File: src/rtl/twowire_poll_slave.sv
module twowire_poll_slave #(
  parameter int          BUSY_CYCLES = 500000,
  parameter logic [7:0]  NV_OPCODES  = 8'hC0
) (
  input  logic       clk,
  input  logic       rst_n,
  input  logic       scl_in,
  input  logic       sda_in,
  input  logic [1:0] addr_pins,
  output logic       sda_oe,
  output logic       cmd_stb,
  output logic [2:0] opcode_o,
  output logic [1:0] ptr_o,
  output logic       rw_o,
  output logic       busy_o
);
  localparam logic [3:0] DEV_TYPE = 4'b0101;
  localparam int         BW       = $clog2(BUSY_CYCLES + 1);

  typedef enum logic [1:0] {ST_IDLE, ST_ID, ST_INSTR, ST_SKIP} st_t;

  logic          scl_m, scl_s, scl_d, sda_m, sda_s, sda_d;
  logic [7:0]    sh;
  logic [3:0]    bitcnt;
  logic          ack_ph, rw_q, nv_pend;
  logic [BW-1:0] busy_cnt;
  st_t           st;

  wire start_det = scl_s & scl_d & sda_d & ~sda_s;
  wire stop_det  = scl_s & scl_d & ~sda_d & sda_s;
  wire scl_rise  = scl_s & ~scl_d;
  wire scl_fall  = ~scl_s & scl_d;
  wire id_ok     = (sh[7:4] == DEV_TYPE) && (sh[3:2] == addr_pins) && !busy_o;

  assign busy_o = (busy_cnt != '0);

  always_ff @(posedge clk or negedge rst_n) begin
    if (!rst_n) begin
      {scl_m, scl_s, scl_d} <= 3'b111;
      {sda_m, sda_s, sda_d} <= 3'b111;
      sh <= '0; bitcnt <= '0; ack_ph <= 1'b0; rw_q <= 1'b0; nv_pend <= 1'b0;
      busy_cnt <= '0; st <= ST_IDLE; sda_oe <= 1'b0; cmd_stb <= 1'b0;
      opcode_o <= '0; ptr_o <= '0; rw_o <= 1'b0;
    end else begin
      scl_m <= scl_in; scl_s <= scl_m; scl_d <= scl_s;
      sda_m <= sda_in; sda_s <= sda_m; sda_d <= sda_s;
      cmd_stb <= 1'b0;
      if (busy_o) busy_cnt <= busy_cnt - BW'(1);
      if (start_det) begin
        st <= ST_ID; bitcnt <= '0; ack_ph <= 1'b0; sda_oe <= 1'b0; nv_pend <= 1'b0;
      end else if (stop_det) begin
        st <= ST_IDLE; bitcnt <= '0; ack_ph <= 1'b0; sda_oe <= 1'b0; nv_pend <= 1'b0;
        if (nv_pend) busy_cnt <= BW'(BUSY_CYCLES);
      end else if (st != ST_IDLE) begin
        if (scl_rise && !ack_ph && bitcnt < 4'd8) begin
          sh     <= {sh[6:0], sda_s};
          bitcnt <= bitcnt + 4'd1;
        end
        if (scl_fall) begin
          if (ack_ph) begin
            ack_ph <= 1'b0; sda_oe <= 1'b0; bitcnt <= '0;
            case (st)
              ST_ID:    st <= sda_oe ? ST_INSTR : ST_SKIP;
              ST_INSTR: begin
                st       <= ST_SKIP;
                cmd_stb  <= 1'b1;
                opcode_o <= sh[7:5];
                ptr_o    <= sh[1:0];
                rw_o     <= rw_q;
                nv_pend  <= !rw_q && NV_OPCODES[sh[7:5]];
              end
              default:  st <= ST_SKIP;
            endcase
          end else if (bitcnt == 4'd8) begin
            ack_ph <= 1'b1;
            case (st)
              ST_ID:    begin sda_oe <= id_ok; rw_q <= sh[0]; end
              ST_INSTR: sda_oe <= 1'b1;
              default:  sda_oe <= 1'b0;
            endcase
          end
        end
      end
    end
  end

  assert_start_R1: assert property (@(posedge clk) disable iff (!rst_n)
    start_det |=> (st == ST_ID) && (bitcnt == 4'd0) && !sda_oe);
  assert_ack_slot_R3: assert property (@(posedge clk) disable iff (!rst_n)
    sda_oe |-> ack_ph);
  assert_stb_single_R5: assert property (@(posedge clk) disable iff (!rst_n)
    cmd_stb |=> !cmd_stb);
  assert_busy_from_stop_R6: assert property (@(posedge clk) disable iff (!rst_n)
    $rose(busy_o) |-> $past(stop_det));
  assert_busy_count_R6: assert property (@(posedge clk) disable iff (!rst_n)
    (busy_o && !stop_det) |=> busy_cnt == $past(busy_cnt) - BW'(1));
  assert_no_ack_busy_R7: assert property (@(posedge clk) disable iff (!rst_n)
    ($rose(sda_oe) && st == ST_ID) |-> !busy_o);
  assert_stop_abort_R8: assert property (@(posedge clk) disable iff (!rst_n)
    stop_det |=> (st == ST_IDLE) && (bitcnt == 4'd0) && !sda_oe);
endmodule

File: config.mk
export PLATFORM = sky130hd
export DESIGN_NAME = twowire_poll_slave
export DESIGN_NICKNAME = d
export VERILOG_FILES = /design/src/rtl/twowire_poll_slave.sv
export SDC_FILE = /design/constraint.sdc
export NUM_CORES = 1
export LEC_CHECK = 0
export ABC_CLOCK_PERIOD_IN_PS = 2200
export BUFFER_PORTS_ARGS = -buffer_cell sky130_fd_sc_hd__buf_2
export CORE_AREA = 4 4 82 68
export DETAILED_ROUTE_END_ITERATION = 8
export DIE_AREA = 0 0 86 72
export GPL_TIMING_DRIVEN = 1
export HOLD_SLACK_MARGIN = 0.02
export MAX_ROUTING_LAYER = met4
export PLACE_DENSITY = 0.77
export SLEW_MARGIN = 0
export SYNTH_ARGS = -nofsm -noshare
export SYNTH_HDL_FRONTEND = slang
export SYNTH_SLANG_ARGS = --single-unit
File: constraint.sdc
create_clock -name clk -period 2.2 [get_ports clk]
set_clock_uncertainty 0.2 [all_clocks]
set_input_delay 0.11 -clock clk [delete_from_list [all_inputs] [get_ports clk]]
set_output_delay 0.11 -clock clk [all_outputs]
set_load 0.05 [all_outputs]
# Word level (Yosys, flattened, before mapping)
# Memories as Yosys holds them, arrays and structs flattened.
# Index checks and enable logic that the tools add are counted.
dict set report totals {
  reg_bits 50
  word_cells 107
  romBits 8
  inputBits 6
  mem_count 1
}
dict set report classes {
  n_mux 43
  n_reduce_logical 22
  bitwise_logic 14
  addsub 2
  order_cmp 2
  n_eq_ne 5
}
# memory depth width read_ports rd_ports_with_merged_regs wr line
set memory_table {}
lappend memory_table {{(no name shown)} 8 1 1 0 0 70} ;# nv_pend <= !rw_q && NV_OPCODES[sh[7:5]];
# cell n
set ops {}
lappend ops {{$mux W19} 4}
lappend ops {{$mux W1} 27}
lappend ops {{$mux W4} 6}
lappend ops {{$reduce_bool A19 Y1} 1}
lappend ops {{$sub A19 B1 Y19 const B} 1}
lappend ops {{$reduce_bool A3 Y1} 4}
lappend ops {{$mux W2} 5}
lappend ops {{$reduce_and A4 Y1} 2}
lappend ops {{$and A1 B1 Y1} 7}
lappend ops {{$not A1 Y1} 7}
lappend ops {{$reduce_and A7 Y1} 1}
lappend ops {{$reduce_and A3 Y1} 2}
lappend ops {{$reduce_and A6 Y1} 1}
lappend ops {{$logic_and A1 B1 Y1} 5}
lappend ops {{$add A4 B1 Y4 const B} 1}
lappend ops {{$eq A4 B3 Y1 const B} 1}
lappend ops {{$eq A4 B4 Y1 const B} 1}
lappend ops {{$lt A3 B4 Y1 const B} 1}
lappend ops {{$lt A4 B4 Y1 const B} 1}
lappend ops {{$reduce_bool A4 Y1} 1}
lappend ops {{$logic_not A1 Y1} 3}
lappend ops {{$eq A2 B1 Y1 const B} 1}
lappend ops {{$eq A2 B2 Y1} 1}
lappend ops {{$eq A2 B2 Y1 const B} 1}
lappend ops {{other kinds (3)} 3}

# Longest topological paths before layout
dict set report depth {
  ltp_word 10
  depth_mapped 6
}

# Least setup slack after synthesis
# OpenSTA, ideal clock, no wires.
dict set report synth_timing {
  path_type {register -> register}
  from {register busy_cnt[12]}
  to {register busy_cnt[1]}
  arrival_ps 1967
  slack_ps -63
  path_stages_with_launch 7
  n_path_buf 2
  path_cell_list {dfrtp_1 or4_1 buf_2 nor3_4 buf_6 nand2_1 a211oi_1}
}
dict set report synth_between {
  elab_chain_len 5
}
# item line
set synth_rtl {}
lappend synth_rtl {{start: declaration} 26} ;# logic [BW-1:0] busy_cnt;
lappend synth_rtl {{start signal: assignment} 48} ;# if (busy_o) busy_cnt <= busy_cnt - BW'(1);
lappend synth_rtl {{start signal: assignment} 53} ;# if (nv_pend) busy_cnt <= BW'(BUSY_CYCLES);
lappend synth_rtl {{$reduce_bool A19 Y1 *} 35} ;# assign busy_o = (busy_cnt != '0);
lappend synth_rtl {{via busy_o} 15} ;# output logic busy_o
lappend synth_rtl {{$mux W19 *} 48}
lappend synth_rtl {{$mux W19} 53}
lappend synth_rtl {{$mux W19} 51} ;# end else if (stop_det) begin
lappend synth_rtl {{$mux W19 *} 49} ;# if (start_det) begin
# Mark *: on every way through the listed nets, which the timed path passes. The rest lies on a longest branch.
# A chain may end at the register's enable or synchronous reset.

# Final worst setup path
dict set report layout_timing {
  from {register busy_cnt[11]}
  to {register busy_cnt[8]}
}
dict set report layout_between {
  elab_chain_len 5
}
# item line
set layout_rtl {}
lappend layout_rtl {{$reduce_bool A19 Y1 *} 35}
lappend layout_rtl {{$mux W19 *} 48}
lappend layout_rtl {{$mux W19} 53}
lappend layout_rtl {{$mux W19} 51}
lappend layout_rtl {{$mux W19 *} 49}
# Every way passes the cells marked *; elsewhere a longest branch is shown, timed or not.

==> results.json <==
{
  "setup_ws_ns": 0.0889,
  "port_buffers": 14,
  "cp.arrival_ns": 2.10,
  "grt_max_degree": 28,
  "cts_root_buf": "clkbuf_8",
  "io_pins": 15,
  "layout.nets": 275,
  "p_switching_mw": 0.597,
  "combPwrFrac_pct": 18.9,
  "drive_above_1_share_pct": 26.2,
  "synth_top_cells_by_count": "44 x dfrtp_1, 15 x mux2_2, 15 x nand2_1, 14 x nor2_1",
  "worstMarginPinSlew_ns": 0.610,
  "gp_routability_congestion": 0.842,
  "grt_pass1_vias": 1850,
  "synth-edff-count": 0,
  "clk_latency_ns": 0.30,
  "place_area_um2": 2710,
  "area_delta_synth_final_pct": 15.9,
  "ys_warn_count": 0,
  "synthXorXnorAreaFrac_pct": 1.40,
  "finalNonFillerCells": 325,
  "drt-initial-drc-count": 197,
  "cts_buffers": 5,
  "muxShareOfSynthArea_pct": 10.3,
  "cts_tree": "built",
  "finalCritPeriodShare_pct": 96.0,
  "syn_avg_cell_area_um2": 10.8,
  "synth_area_leaders": "dfrtp_1 44%, mux2_2 6.7%, dfstp_2 6.3%",
  "cts_max_path_buffers": 2,
  "fp.coreArea_um2": 4860,
  "synth-compound-area-share_pct": 10.3,
  "worst-endpoint-required_ns": 2.19,
  "post-route-cell-area_um2": 2900,
  "rsz0062_at_grt": "false",
  "synth-seq-area-share_pct": 50.3,
  "fp.dieW_um": 86,
  "wire_per_inst_um": 15.4,
  "relSlewSlack_pct": 59.3,
  "criticalPathCategory": "register to register",
  "dr.pass1.iters": 4,
  "syn_nets": 244,
  "tns_ns": 0,
  "power_density_nw_per_um2": 760,
  "dp_hpwl_um": 3520,
  "grt_first_pass_wirelength_um": 8920,
  "fmax_mhz": 474,
  "num_vias": 1871,
  "synth_area_leader_cell": "dfrtp_1",
  "leakagePower_nw": 1.45,
  "ir_drop_mv": 0.465,
  "layout_min_cycle_time_ns": 2.11,
  "die_h_um": 72,
  "async_reset_ff_share_pct": 100,
  "status": "finished, final reports clean",
  "numPlacedInstances": 311,
  "synth_adder_area_share_pct": 3.50,
  "hold_violations": 0,
  "synth_top_family_by_area": "simple AND/OR/NAND/NOR gates",
  "totalPowerFinal_mw": 2.20,
  "initial_core_util_pct": 51.5,
  "synthesis.area_um2": 2500,
  "finalSetupViolCount": 0,
  "pwr-share-seq_pct": 52.2,
  "ys_seq_elements": 50,
  "drv_slew": 0,
  "synth_cell_types": 47,
  "synthFlopType": "dfrtp_1",
  "path_clk_slew_ns": 0.09,
  "crit_path_start_kind": "register",
  "grt_remaining_overflow": 0,
  "switching_share_pct": 27.1,
  "post_drt_via_cell_ratio": 5.76,
  "antenna_found_initial": 0,
  "dpl_worst_slack_ns": 0.0652,
  "synthCells": 231,
  "wl_um": 5010,
  "diodes": 0,
  "netlist.area_leader.share_pct": 44.0,
  "ant_nets": 0,
  "synthSimpleGateAreaFrac_pct": 21.2,
  "num_rows": 23,
  "crit_path_end_kind": "register",
  "path_max_fanout": 10,
  "cts.htree.levels": 2,
  "die_area_um2": 6190,
  "grtUsageTotal_pct": 18.5,
  "clkPwrFrac_pct": 29.0,
  "hold_class": "input pin to asynchronous set/reset pin",
  "route.detailed.drc": 0,
  "yosysMostFrequentCell": "dfrtp_1",
  "cts_num_sinks": 50,
  "intPower_mw": 1.61,
  "cap_violations": 0
}
==> flip-flops by register name, summed over array words and instances (netlist names), 2 cells and up <==
register  cells
busy_cnt     19
sh            8
opcode_o      3
bitcnt        4
ptr_o         2
st            2
==> critical path, stage by stage (launching register included) <==
cell and delay (ns):
dfrtp_1 0.41, or4_4 0.57, nor3_4 0.19, buf_6 0.12, buf_4 0.16, nor2_1 0.08, a211o_1 0.27
==> cells in the final DEF, fill, tap and decap left out, drive strengths merged, types with 5 or more instances in the layout <==
master and instances:
inv 8, nand2 15, nor3 11, buf 29
nor2 14, nor4 5, nand2b 7, ha 7
clkbuf 6, o21ai 8, dfstp 6, a21oi 11
nand3 11, mux2 15, dfrtp 44, mux2i 9
==> power by group through the flow <==
| stage | Sequential [mW] | Combinational (mW) | Clock (mW) |
|---|---|---|---|
| 2_1_floorplan | 1.14 | 0.305 | 0 |
| 3_3_place_gp | 1.16 | 0.383 | 0 |
| 3_5_place_dp | 1.17 | 0.398 | 0 |
| 4_1_cts | 1.15 | 0.419 | 0.654 |
| 5_1_grt | 1.17 | 0.471 | 0.699 |
| 6_report | 1.15 | 0.416 | 0.639 |
==> cells by family (layout without fill, tap and decap cells) <==
logic type | after synthesis | in the layout
buffers and inverters | 16 | 48
multiplexers | 24 | 24
AO/OA/AOI/OAI | 39 | 39
adder cells (fa/ha/maj) | 7 | 7
AND/OR/NAND/NOR | 91 | 91
XOR/XNOR | 4 | 4
flip-flops | 50 | 50
==> stage by stage <==
| step | utilization [%] | hold WS, ns |
|---|---|---|
| after floorplan | - | -0.386 |
| after global placement | 55.8 | -0.0458 |
| after detailed placement | 55.8 | -0.0375 |
| after CTS | 59.2 | 0.164 |
| after global routing | 59.7 | 0.173 |
| final | 59.7 | 0.155 |
==> final timing paths <==
path	slack [ns]	cells after the start	startpoint	to
setup / recovery	0.09	6	busy_cnt[11]	busy_cnt[8]
hold / removal	0.15	2	rst_n	busy_cnt[10]
setup reg to reg	0.09	6	busy_cnt[11]	busy_cnt[8]
hold reg to reg	0.16	0	scl_m	scl_s
max in group asynchronous	0.95	3	rst_n	scl_d
min in group clk	0.16	0	scl_m	scl_s
==> routing by layer <==
| metal | track usage (%) | routed length [um] | vias to the layer above |
|---|---|---|---|
| li1 | - | - | 904 |
| met1 | 26.4 | 2470 | 923 |
| met2 | 26.9 | 2260 | 37 |
| met3 | 3.52 | 216 | 7 |
| met4 | 5.45 | 67 | 0 |
| met5 | - | 0 | - |
==> what timing repair did <==
item,4_1_cts,5_1_grt
hold buffers,3,0
hold endpoints to repair,27,0
cloned,0,0
setup buffers,2,1
pin swaps,0,1
resized for setup,4,4
setup endpoints to repair,1,5
==> area by class of cell <==
class / count / area (um^2)
timing repair buffer: 32 / 235
fill: 394 / 1960
sequential: 50 / 1260
clock buffer: 6 / 72.6
multi-input combinational: 165 / 1190
tap: 62 / 77.6
clock inverter: 2 / 38.8
inverter: 8 / 30.0
No activity file was read; power rests on OpenSTA's default activity.
